$ cat src/rtl/spline_tick_div_pkg.sv
package spline_tick_div_pkg;

   // How the shared strobe is produced.
   //  STROBE_COMB : compare of the current counter and divide value.
   //  STROBE_REG  : flop fed by a prediction of the next-cycle compare.
   typedef enum logic {
      STROBE_COMB = 1'b0,
      STROBE_REG  = 1'b1
   } strobe_mode_e;

   localparam int unsigned DEF_TICK_W = 16;
   localparam int unsigned DEF_DATA_W = 32;
   localparam int unsigned DEF_ADDR_W = 4;

endpackage

$ cat src/rtl/stdiv_cfg_decode.sv
module stdiv_cfg_decode #(
   parameter int unsigned ADDR_W   = 4,
   parameter int unsigned DATA_W   = 32,
   parameter int unsigned TICK_W   = 16,
   parameter int unsigned DIV_LSB  = 0,
   parameter int unsigned PRE_LSB  = 16,
   parameter logic [ADDR_W-1:0] SEL_ADDR = '0
) (
   input  logic              cfg_valid_i,
   input  logic [ADDR_W-1:0] cfg_addr_i,
   input  logic [DATA_W-1:0] cfg_data_i,
   output logic              load_o,
   output logic [TICK_W-1:0] div_val_o,
   output logic [TICK_W-1:0] pre_val_o
);

   localparam int unsigned DIV_MSB = DIV_LSB + TICK_W - 1;
   localparam int unsigned PRE_MSB = PRE_LSB + TICK_W - 1;

   if (DIV_MSB >= DATA_W) begin : g_bad_div_field
      $error("divide field does not fit in the configuration word");
   end
   if (PRE_MSB >= DATA_W) begin : g_bad_pre_field
      $error("preset field does not fit in the configuration word");
   end

   assign load_o    = cfg_valid_i && (cfg_addr_i == SEL_ADDR);
   assign div_val_o = cfg_data_i[DIV_LSB +: TICK_W];
   assign pre_val_o = cfg_data_i[PRE_LSB +: TICK_W];

endmodule

$ cat src/rtl/stdiv_div_reg.sv
module stdiv_div_reg #(
   parameter int unsigned TICK_W = 16
) (
   input  logic              clk,
   input  logic              rst_n,
   input  logic              load_i,
   input  logic [TICK_W-1:0] div_i,
   output logic [TICK_W-1:0] div_q_o
);

   always_ff @(posedge clk or negedge rst_n) begin
      if (!rst_n) begin
         div_q_o <= '0;
      end else if (load_i) begin
         div_q_o <= div_i;
      end
   end

endmodule

$ cat src/rtl/stdiv_counter.sv
module stdiv_counter #(
   parameter int unsigned TICK_W = 16
) (
   input  logic              clk,
   input  logic              rst_n,
   input  logic              load_i,
   input  logic [TICK_W-1:0] pre_i,
   input  logic [TICK_W-1:0] div_q_i,
   output logic [TICK_W-1:0] cnt_q_o
);

   localparam logic [TICK_W-1:0] ONE = {{(TICK_W-1){1'b0}}, 1'b1};

   logic [TICK_W-1:0] cnt_nxt;

   // Reload wins; otherwise count up and fall back to zero once the
   // counter has reached (or was preset past) the divide value.
   always_comb begin
      if (load_i) begin
         cnt_nxt = pre_i;
      end else if (cnt_q_o >= div_q_i) begin
         cnt_nxt = '0;
      end else begin
         cnt_nxt = cnt_q_o + ONE;
      end
   end

   always_ff @(posedge clk or negedge rst_n) begin
      if (!rst_n) begin
         cnt_q_o <= '0;
      end else begin
         cnt_q_o <= cnt_nxt;
      end
   end

endmodule

$ cat src/rtl/spline_tick_div.sv
module spline_tick_div
   import spline_tick_div_pkg::*;
#(
   parameter int unsigned  ADDR_W   = DEF_ADDR_W,
   parameter int unsigned  DATA_W   = DEF_DATA_W,
   parameter int unsigned  TICK_W   = DEF_TICK_W,
   parameter int unsigned  DIV_LSB  = 0,
   parameter int unsigned  PRE_LSB  = 16,
   parameter logic [ADDR_W-1:0] DIV_ADDR = '0,
   parameter strobe_mode_e STROBE_MODE = STROBE_COMB
) (
   input  logic              clk,
   input  logic              rst_n,
   input  logic              cfg_valid,
   input  logic [ADDR_W-1:0] cfg_addr,
   input  logic [DATA_W-1:0] cfg_data,
   output logic              tick
);

   localparam int unsigned FIELD_SPAN = 2 * TICK_W;
   localparam logic [TICK_W-1:0] ONE = {{(TICK_W-1){1'b0}}, 1'b1};

   if (TICK_W < 1) begin : g_bad_width
      $error("TICK_W must be at least 1");
   end
   if (DATA_W < FIELD_SPAN) begin : g_bad_data_w
      $error("configuration word too narrow for both fields");
   end
   if ((DIV_LSB < PRE_LSB + TICK_W) && (PRE_LSB < DIV_LSB + TICK_W)) begin : g_bad_overlap
      $error("divide and preset fields overlap");
   end

   logic              cfg_load;
   logic [TICK_W-1:0] cfg_div;
   logic [TICK_W-1:0] cfg_pre;
   logic [TICK_W-1:0] div_q;
   logic [TICK_W-1:0] cnt_q;

   stdiv_cfg_decode #(
      .ADDR_W   (ADDR_W),
      .DATA_W   (DATA_W),
      .TICK_W   (TICK_W),
      .DIV_LSB  (DIV_LSB),
      .PRE_LSB  (PRE_LSB),
      .SEL_ADDR (DIV_ADDR)
   ) u_decode (
      .cfg_valid_i (cfg_valid),
      .cfg_addr_i  (cfg_addr),
      .cfg_data_i  (cfg_data),
      .load_o      (cfg_load),
      .div_val_o   (cfg_div),
      .pre_val_o   (cfg_pre)
   );

   stdiv_div_reg #(
      .TICK_W (TICK_W)
   ) u_div (
      .clk     (clk),
      .rst_n   (rst_n),
      .load_i  (cfg_load),
      .div_i   (cfg_div),
      .div_q_o (div_q)
   );

   stdiv_counter #(
      .TICK_W (TICK_W)
   ) u_cnt (
      .clk     (clk),
      .rst_n   (rst_n),
      .load_i  (cfg_load),
      .pre_i   (cfg_pre),
      .div_q_i (div_q),
      .cnt_q_o (cnt_q)
   );

   if (STROBE_MODE == STROBE_REG) begin : g_strobe_reg
      // Predict next cycle's equality from the current state so the
      // strobe leaves a flop with the same cycle timing as the compare.
      logic tick_q;
      logic tick_pred;

      always_comb begin
         if (cfg_load) begin
            tick_pred = (cfg_pre == cfg_div);
         end else if (cnt_q >= div_q) begin
            tick_pred = (div_q == '0);
         end else begin
            tick_pred = ((cnt_q + ONE) == div_q);
         end
      end

      always_ff @(posedge clk or negedge rst_n) begin
         if (!rst_n) begin
            tick_q <= 1'b1;
         end else begin
            tick_q <= tick_pred;
         end
      end

      assign tick = tick_q;
   end else begin : g_strobe_comb
      assign tick = (cnt_q == div_q);
   end

endmodule

$ cat config.mk
export PLATFORM = sky130hd
export DESIGN_NAME = spline_tick_div
export DESIGN_NICKNAME = d
export VERILOG_FILES = /design/src/rtl/spline_tick_div_pkg.sv /design/src/rtl/stdiv_cfg_decode.sv /design/src/rtl/stdiv_div_reg.sv /design/src/rtl/stdiv_counter.sv /design/src/rtl/spline_tick_div.sv
export SDC_FILE = /design/constraint.sdc
export NUM_CORES = 1
export LEC_CHECK = 0
export CORE_MARGIN = 3
export CORE_UTILIZATION = 30
export CTS_BUF_LIST = sky130_fd_sc_hd__clkbuf_8
export CTS_CLUSTER_SIZE = 14
export DETAILED_ROUTE_END_ITERATION = 10
export PLACE_DENSITY = 0.54
export SYNTH_ARGS = -nofsm -noshare
export SYNTH_HDL_FRONTEND = slang
export SYNTH_SLANG_ARGS = --single-unit
$ cat constraint.sdc
create_clock -name clk -period 5.99 [get_ports clk]
set_clock_uncertainty 0.15 [all_clocks]
set_input_delay 1.797 -clock clk [delete_from_list [all_inputs] [get_ports clk]]
set_output_delay 1.797 -clock clk [all_outputs]
set_load 0.02 [all_outputs]
==> summary by stage, run 1 <==
Run status
The run finished with clean final reports.

Drt
The final route contains 1434 vias. In the final routed layout, each cell accounts on average for 12.8 um. The number of antenna-violating nets in the routed design is 0. After detailed routing, the total wire length is 4.02 mm. The number of optimization iterations in the first detailed-route pass is 4. The number of remaining DRC errors is 0. The via density per instance is 4.57.

The number of violations reported at the end of detailed-routing iteration 0 is 63. The highest layer touched by signal routing is met4. In the detailed route, the total length drawn on met2 is 1.77 mm. The met3 wire length is 198 um.

The wire length on met1 is 1.98 mm.

Yosys
In this run, synthesis inferred 0 flip-flops with an integrated enable. The number of distinct library cells after synthesis is 31. Counting flops and latches in the post-synthesis netlist gives 32. The most used flip-flop cell after synthesis is sky130_fd_sc_hd__dfrtp_1.

Among all cell types in the netlist, the one instantiated most often is sky130_fd_sc_hd__nand2_1. The post-synth design cell area is 1880 um2. The share of synthesized area in the top cell type comes to 0.427. The count of mapped cells out of synthesis is 196.

By count the netlist is led by sky130_fd_sc_hd__nand2_1, sky130_fd_sc_hd__dfrtp_1, sky130_fd_sc_hd__o21ai_0. The fraction of registers with async set or reset after synthesis is 1.00. A synthesized cell averages 9.57 um2. Summed over all instances, the cell type with the most area after synthesis is sky130_fd_sc_hd__dfrtp_1. By area the synthesized netlist is led by sky130_fd_sc_hd__dfrtp_1, sky130_fd_sc_hd__ha_1, sky130_fd_sc_hd__nand2_1, sky130_fd_sc_hd__o21ai_0, sky130_fd_sc_hd__o21ai_2. The sequential fraction of the synthesis area is 0.427. The synthesized net count is 252.

The Yosys warning count is 0.

Timing
The final hold violation count is 0. On the final layout, the worst hold slack is 373 ps. The worst-case headroom to the max-slew limit is 0.716. Of the available clock period, the critical path in the final layout requires 0.709. Subtracting the final worst setup slack from the clock period gives 4250 ps. Setup violations remaining at the end of the flow were counted as 0. The max-slew violation total from the final report is 0. Setup repair after global routing left no endpoint under its margin. The highest clock frequency the design can meet is 236 MHz. Summed over all failing endpoints, the final setup total negative slack is 0 ps.

For the pin with the worst max-slew slack, the measured transition is 425 ps.

Setup path
The data required time at the worst endpoint is 4040 ps. The category of the most critical setup path is register to output port. The nature of the critical path endpoint is an output port.

The maximum fanout encountered on the critical timing path is 5. The data arrival at the endpoint of the critical path is 2300 ps. The critical path startpoint category is a register.

Global routing
The global-route wire length before repair is 6.98 mm. The via count of the first global-routing pass is 1468. Entering global routing, the biggest net connects 49 pins.

The total global-route track usage is 0.122. After global routing the overflow that remains totals 0. The initial antenna violation count was 0.

Cells and area
After the last flow step, the layout net total stands at 294. The finished cells cover 2440 um2. The area of the multi-input gates is 981 um2. Across the whole layout, storage elements account for 801 um2. 0 antenna diodes ended up in the layout. The count of fill cells added during filler insertion is 614. The share of final-layout standard cells stronger than drive strength 1 is 0.109. For this run, the share of the core covered by cells in the final layout is 0.407. The layout-stage area growth over the synthesis result is 30.0%.

Pwr
Summing internal, switching and leakage power gives 0.000894 W. IR analysis of the VDD net gives a maximum drop of 150 uV. The power density relative to cell area is 366 nW/um2. Summed over all cells, the static leakage comes to 1.07 nW.

Min path
The min-delay analysis places its worst path in the category register to register.

Floorplanning
The site row count is 28. For this design the top-level I/O count stands at 40. The die is 85.1 um tall. The area of the placeable core is 5990 um2. The width of the chip is 85.1 um. For this configuration, the core starts out at a cell density of 0.313. The floorplan die area is 7240 um2.

CTS
Buffers added to address setup during post-CTS repair amount to 0. The cell at the root of the clock tree is sky130_fd_sc_hd__clkbuf_8. After clock tree synthesis, the repair step resized 0 gates. The total of hold buffers inserted after clock tree synthesis is 0.

The clock tree synthesis step divided the H-tree into 2 levels. The clock slew seen by the registers of the worst setup and hold paths is 60 ps. TritonCTS built the clock tree. The number of buffers on the longest clock path is 2. For the worst-skew pair, the clock arrives at the later sink with an insertion delay of 290 ps. The TritonCTS sink count is 32. Buffers inserted during clock tree synthesis total 5.

Place
The detailed placer's ending HPWL is 2.97 mm. In this run the tool buffered the top-level ports with 39 buffer cells. The final estimated routing congestion in global placement is 0.795. The standard cell area after detailed placement is 2350 um2.

Run
Max-cap violations in this run came to 0.
-- flip-flops by register name, indices dropped and copies added, names as in the netlist --
signal         flops
u_cnt.cnt_q_o     16
u_div.div_q_o     16
-- per-layer routing --
metal	global-route usage	up-vias
met5	0	-
met4	0.0518	0
met3	0.0330	8
met2	0.177	26
met1	0.170	650
li1	-	750
-- kinds of logic after synthesis --
kind of cell	count (synthesis)	synth area share
and+or+nand+nor	64	0.183
AOI/OAI and AO/OA	44	0.151
DFF	32	0.427
buffers and inverters	24	0.0547
adders and majority gates	17	0.113
xor gates and xnor gates	14	0.0654
muxes	1	0.00600
-- cells in the final DEF, fill, tap and decap left out --
master	instances
sky130_fd_sc_hd__o21ai_0	20
sky130_fd_sc_hd__mux2_2	1
sky130_fd_sc_hd__clkbuf_8	6
sky130_fd_sc_hd__o211ai_1	1
sky130_fd_sc_hd__a21oi_1	5
sky130_fd_sc_hd__nor3_2	1
sky130_fd_sc_hd__o21ai_1	3
sky130_fd_sc_hd__and4_1	2
sky130_fd_sc_hd__inv_1	20
sky130_fd_sc_hd__clkdlybuf4s50_1	39
sky130_fd_sc_hd__ha_1	17
sky130_fd_sc_hd__nor4_4	2
sky130_fd_sc_hd__a21o_1	2
sky130_fd_sc_hd__nand2_1	37
sky130_fd_sc_hd__a21oi_2	1
sky130_fd_sc_hd__and3_1	3
sky130_fd_sc_hd__dfrtp_1	32
sky130_fd_sc_hd__xor2_1	9
sky130_fd_sc_hd__a2111o_1	1
sky130_fd_sc_hd__xnor2_1	5
sky130_fd_sc_hd__o21ai_2	10
sky130_fd_sc_hd__a211oi_2	1
sky130_fd_sc_hd__buf_4	2
sky130_fd_sc_hd__nor2_1	3
sky130_fd_sc_hd__nor2b_1	1
sky130_fd_sc_hd__nand4_2	1
sky130_fd_sc_hd__nand4_4	1
sky130_fd_sc_hd__nand4_1	5
sky130_fd_sc_hd__nand2b_1	1
sky130_fd_sc_hd__nand3_1	7
-- layout make-up --
cell class	count	area share
clock buffer	6	0.0339
clock inverter	2	0.00308
inverter	18	0.0277
multi-input combinational	140	0.402
sequential	32	0.328
tap	75	0.0385
timing repair buffer	41	0.166
-- worst max-delay path, stage by stage, from the launching register on --
cell and delay [ps]:
sky130_fd_sc_hd__dfrtp_1 430, sky130_fd_sc_hd__ha_1 330, sky130_fd_sc_hd__nand4_1 210, sky130_fd_sc_hd__nor4_4 380
sky130_fd_sc_hd__clkdlybuf4s50_1 670
-- worst paths after layout --
| check | startpoint | endpoint | slack [ps] | cells past startpoint |
|---|---|---|---|---|
| min | u_div.div_q_o[0] | u_div.div_q_o[0] | 370 | 1 |
| max | u_cnt.cnt_q_o[11] | tick | 1740 | 4 |
| max reg2reg | u_cnt.cnt_q_o[13] | u_cnt.cnt_q_o[4] | 3850 | 6 |
| min reg2reg | u_div.div_q_o[0] | u_div.div_q_o[0] | 370 | 1 |
| min in group asynchronous | rst_n | u_div.div_q_o[15] | 1760 | 2 |
| max in group asynchronous | rst_n | u_cnt.cnt_q_o[10] | 3630 | 2 |
-- per-stage QoR --
stage / instances / setup WS (ps)
2_1_floorplan: 196 / 2710
3_3_place_gp: 306 / 2090
3_5_place_dp: 306 / 2030
4_1_cts: 314 / 1720
5_1_grt: 314 / 1630
6_report: 314 / 1740
-- where the power goes --
| group | total, W | internal [W] | switching, W |
|---|---|---|---|
| clock | 0.000169 | 0.0000902 | 0.0000785 |
| sequential | 0.000367 | 0.000294 | 0.0000737 |
| combinational | 0.000357 | 0.000166 | 0.000191 |
No activity file was read; power rests on OpenSTA's default activity.
==> inputs of run 2 (changes only) <==
Clock period 5.99 ns to 4.14 ns, I/O delays scaled along.
==> run 2 against run 1 <==
- global-route usage down 0.086 points
- die area unchanged
- power grew 45%
- combinational power increased by 46%
- largest cell class unchanged
- sequential power grew 44%
- non-clock buffer count up 1
==> summary by stage, run 2 (synthesis results as in run 1) <==
Floorplanning
The floorplan die area is 7240 um2. The site row count is 28. The I/O pin total is 40. After floorplanning, the core was sized to cover 5990 um2. The height of the die is 85.1 um. The width of the chip is 85.1 um.

The starting utilization of the core area is 0.313.

CTS
The TritonCTS clock tree is yes. The longest clock path from root to sink contains 2 buffers. The insertion delay of the later-clocked pin in the worst-skew pair is 280 ps. The post-CTS resize count is 0. After clock tree synthesis, the clock-pin slew on the worst setup and hold paths is 60 ps. The TritonCTS sink count is 32.

The cell at the root of the clock tree is sky130_fd_sc_hd__clkbuf_8. The total of hold buffers inserted after clock tree synthesis is 0. The clock tree synthesis step divided the H-tree into 2 levels. Post-CTS timing repair inserted 0 buffers for setup.

Clock tree synthesis inserted a total of 5 buffers.

Drt
After detailed routing, the number of remaining DRC violations is 0. The mean routed wirelength per cell is 12.6 um. The sum of routed wire length over all layers is 3.96 mm. The total vias in the final route is 1450.

In the routed layout, each cell is associated on average with a via count of 4.60. The pre-antenna-repair detailed-routing pass consisted of 4 iterations. The count of nets left with antenna violations once routing finished came out at 0. The detailed router finished its first iteration with 69 violations.

Global routing
The residual overflow from global routing is 0. In this run the most used layer during global routing was met2. In the global route stage, met2 resource usage came out at 0.181. The global-route wire length before repair is 6.94 mm. The fraction of met3 tracks used by global routing is 0.0311. In the global route stage, met1 resource usage came out at 0.169.

The via count of the first global-routing pass is 1466. Entering global routing, the biggest net connects 33 pins. The initial antenna violation count is 0.

The total global-route track usage is 0.121.

Cells and area
In the final layout, the share of cells above drive strength 1 is 0.113. The most frequent standard cell in the layout excluding fill and tap cells is sky130_fd_sc_hd__clkdlybuf4s50_1. In the final layout, the registers with the most flip-flops are u_cnt.cnt_q_o (16), u_div.div_q_o (16). The repair_antennas step left the layout with diodes totalling 0. The final instance area is 2450 um2. After filler insertion, the fill cell instance count of the layout stands at 606. The top cell types in the final layout, fill and taps aside, are sky130_fd_sc_hd__clkdlybuf4s50_1, sky130_fd_sc_hd__nand2_1, sky130_fd_sc_hd__dfrtp_1. The layout-stage area growth over the synthesis result is 30.4%. After the last flow step, the layout net total stands at 295.

Run status
The flow ran to the end, and the final reports show no timing, DRC or antenna violations.

Place
The count of port buffers added during placement is 39. The final estimated routing congestion in global placement is 0.792. The standard cell area after detailed placement is 2360 um2. Detailed placement ended at an HPWL of 3.04 mm.

Min path
Along the worst hold path, the cell count comes to 1. The endpoint with the worst hold slack is u_div.div_q_o[0]. The kind of path behind the tightest hold check is register to register.

The startpoint of the tightest hold check path is u_div.div_q_o[0].

Setup path
The worst register-to-register path has a setup slack of 1990 ps. The critical path is of the register to output port type. In this run the critical register-to-register path is captured at u_cnt.cnt_q_o[2]. The worst setup path is captured at an output port. The path depth of the worst reg2reg path is 6. The critical path startpoint category is a register. Data on the critical path is required at its endpoint by 2750 ps.

In this run the critical register-to-register path is launched from u_cnt.cnt_q_o[11]. Of all nets on the critical path, the largest fanout is 5. The data arrival at the endpoint of the critical path is 2260 ps.

Timing
Adding up every negative setup slack in the final design gives 0 ps. Setup repair after global routing left no endpoint under its margin. The max-slew violation total from the final report is 0. The highest clock frequency the design can meet is 273 MHz. The worst-case headroom to the max-slew limit is 0.725. The final hold violation count was 0. Counting I/O delays and the setup requirement, the final critical path takes 3660 ps.

Setup violations remaining at the end of the flow were counted as 0. The final period utilization is 0.883. For the pin with the worst max-slew slack, the measured transition is 413 ps.

Pwr
The share of total power dissipated in the clock network is 0.188. The leakage power summed over all cells is 1.08 nW. Dividing total power by cell area gives a power density of 529 nW/um2. The part of the total power dissipated in combinational logic is 0.404.

The internal power of the cells totals 0.000796 W. Of the total power, the share spent switching nets is 0.385. VDD sags by at most 242 uV.

The analysis attributes to net switching a power of 0.000498 W. The share of power burned in registers is 0.408.

Run
Max-cap violations in this run came to 0.
==> run 2: changes by cell type in the layout (fill, tap and decap cells not counted) <==
cell | previous run | this run
sky130_fd_sc_hd__buf_4 | 2 | 3
==> run 2: worst max-delay path by stage <==
stage | startpoint | to | slack [ps] | depth (start not counted)
floorplan | u_cnt.cnt_q_o[11] | tick | 1420 | 3
global placement | u_cnt.cnt_q_o[11] | tick | 780 | 4
detailed placement | u_cnt.cnt_q_o[11] | tick | 750 | 4
CTS | u_cnt.cnt_q_o[11] | tick | 440 | 4
global route | u_cnt.cnt_q_o[11] | tick | 370 | 4
finish | u_cnt.cnt_q_o[11] | tick | 480 | 4
==> run 2: final cells by class <==
type,count,area [um2],share of cell area
clock buffer,6,82.6,0.0338
timing repair buffer,42,413,0.169
clock inverter,2,7.51,0.00307
tap,75,93.8,0.0384
multi-input combinational,140,981,0.401
sequential,32,801,0.327
inverter,18,67.6,0.0276
==> run 2: metrics by stage <==
| stage | instances | util | setup slack [ps] | power, W | hold WS (ps) |
|---|---|---|---|---|---|
| 2_1_floorplan | 196 | - | 1420 | 0.000914 | 326 |
| 3_3_place_gp | 307 | 0.393 | 782 | 0.00105 | 354 |
| 3_5_place_dp | 307 | 0.393 | 753 | 0.00106 | 355 |
| 4_1_cts | 315 | 0.408 | 437 | 0.00131 | 374 |
| 5_1_grt | 315 | 0.408 | 372 | 0.00142 | 403 |
| 6_report | 315 | 0.408 | 484 | 0.00129 | 370 |
==> run 2: layer usage <==
metal,vias to the layer above,wire [um],share of wire
met4,0,46,0.012
met2,28,1730,0.44
met5,-,0,0
li1,756,-,-
met1,661,1980,0.50
met3,5,202,0.051
==> run 2: critical path: stages (launching register included) <==
cell and delay [ps]:
sky130_fd_sc_hd__dfrtp_1 430, sky130_fd_sc_hd__ha_1 330, sky130_fd_sc_hd__nand4_1 200, sky130_fd_sc_hd__nor4_4 360, sky130_fd_sc_hd__clkdlybuf4s50_1 660
==> run 2: power groups by stage <==
stage          sequential, W  combinational (W)  clock [W]
6_report            0.000528           0.000522   0.000244
5_1_grt             0.000549           0.000598   0.000269
3_3_place_gp        0.000531           0.000517          0
3_5_place_dp        0.000535           0.000524          0
4_1_cts             0.000529           0.000530   0.000251
2_1_floorplan       0.000505           0.000409          0
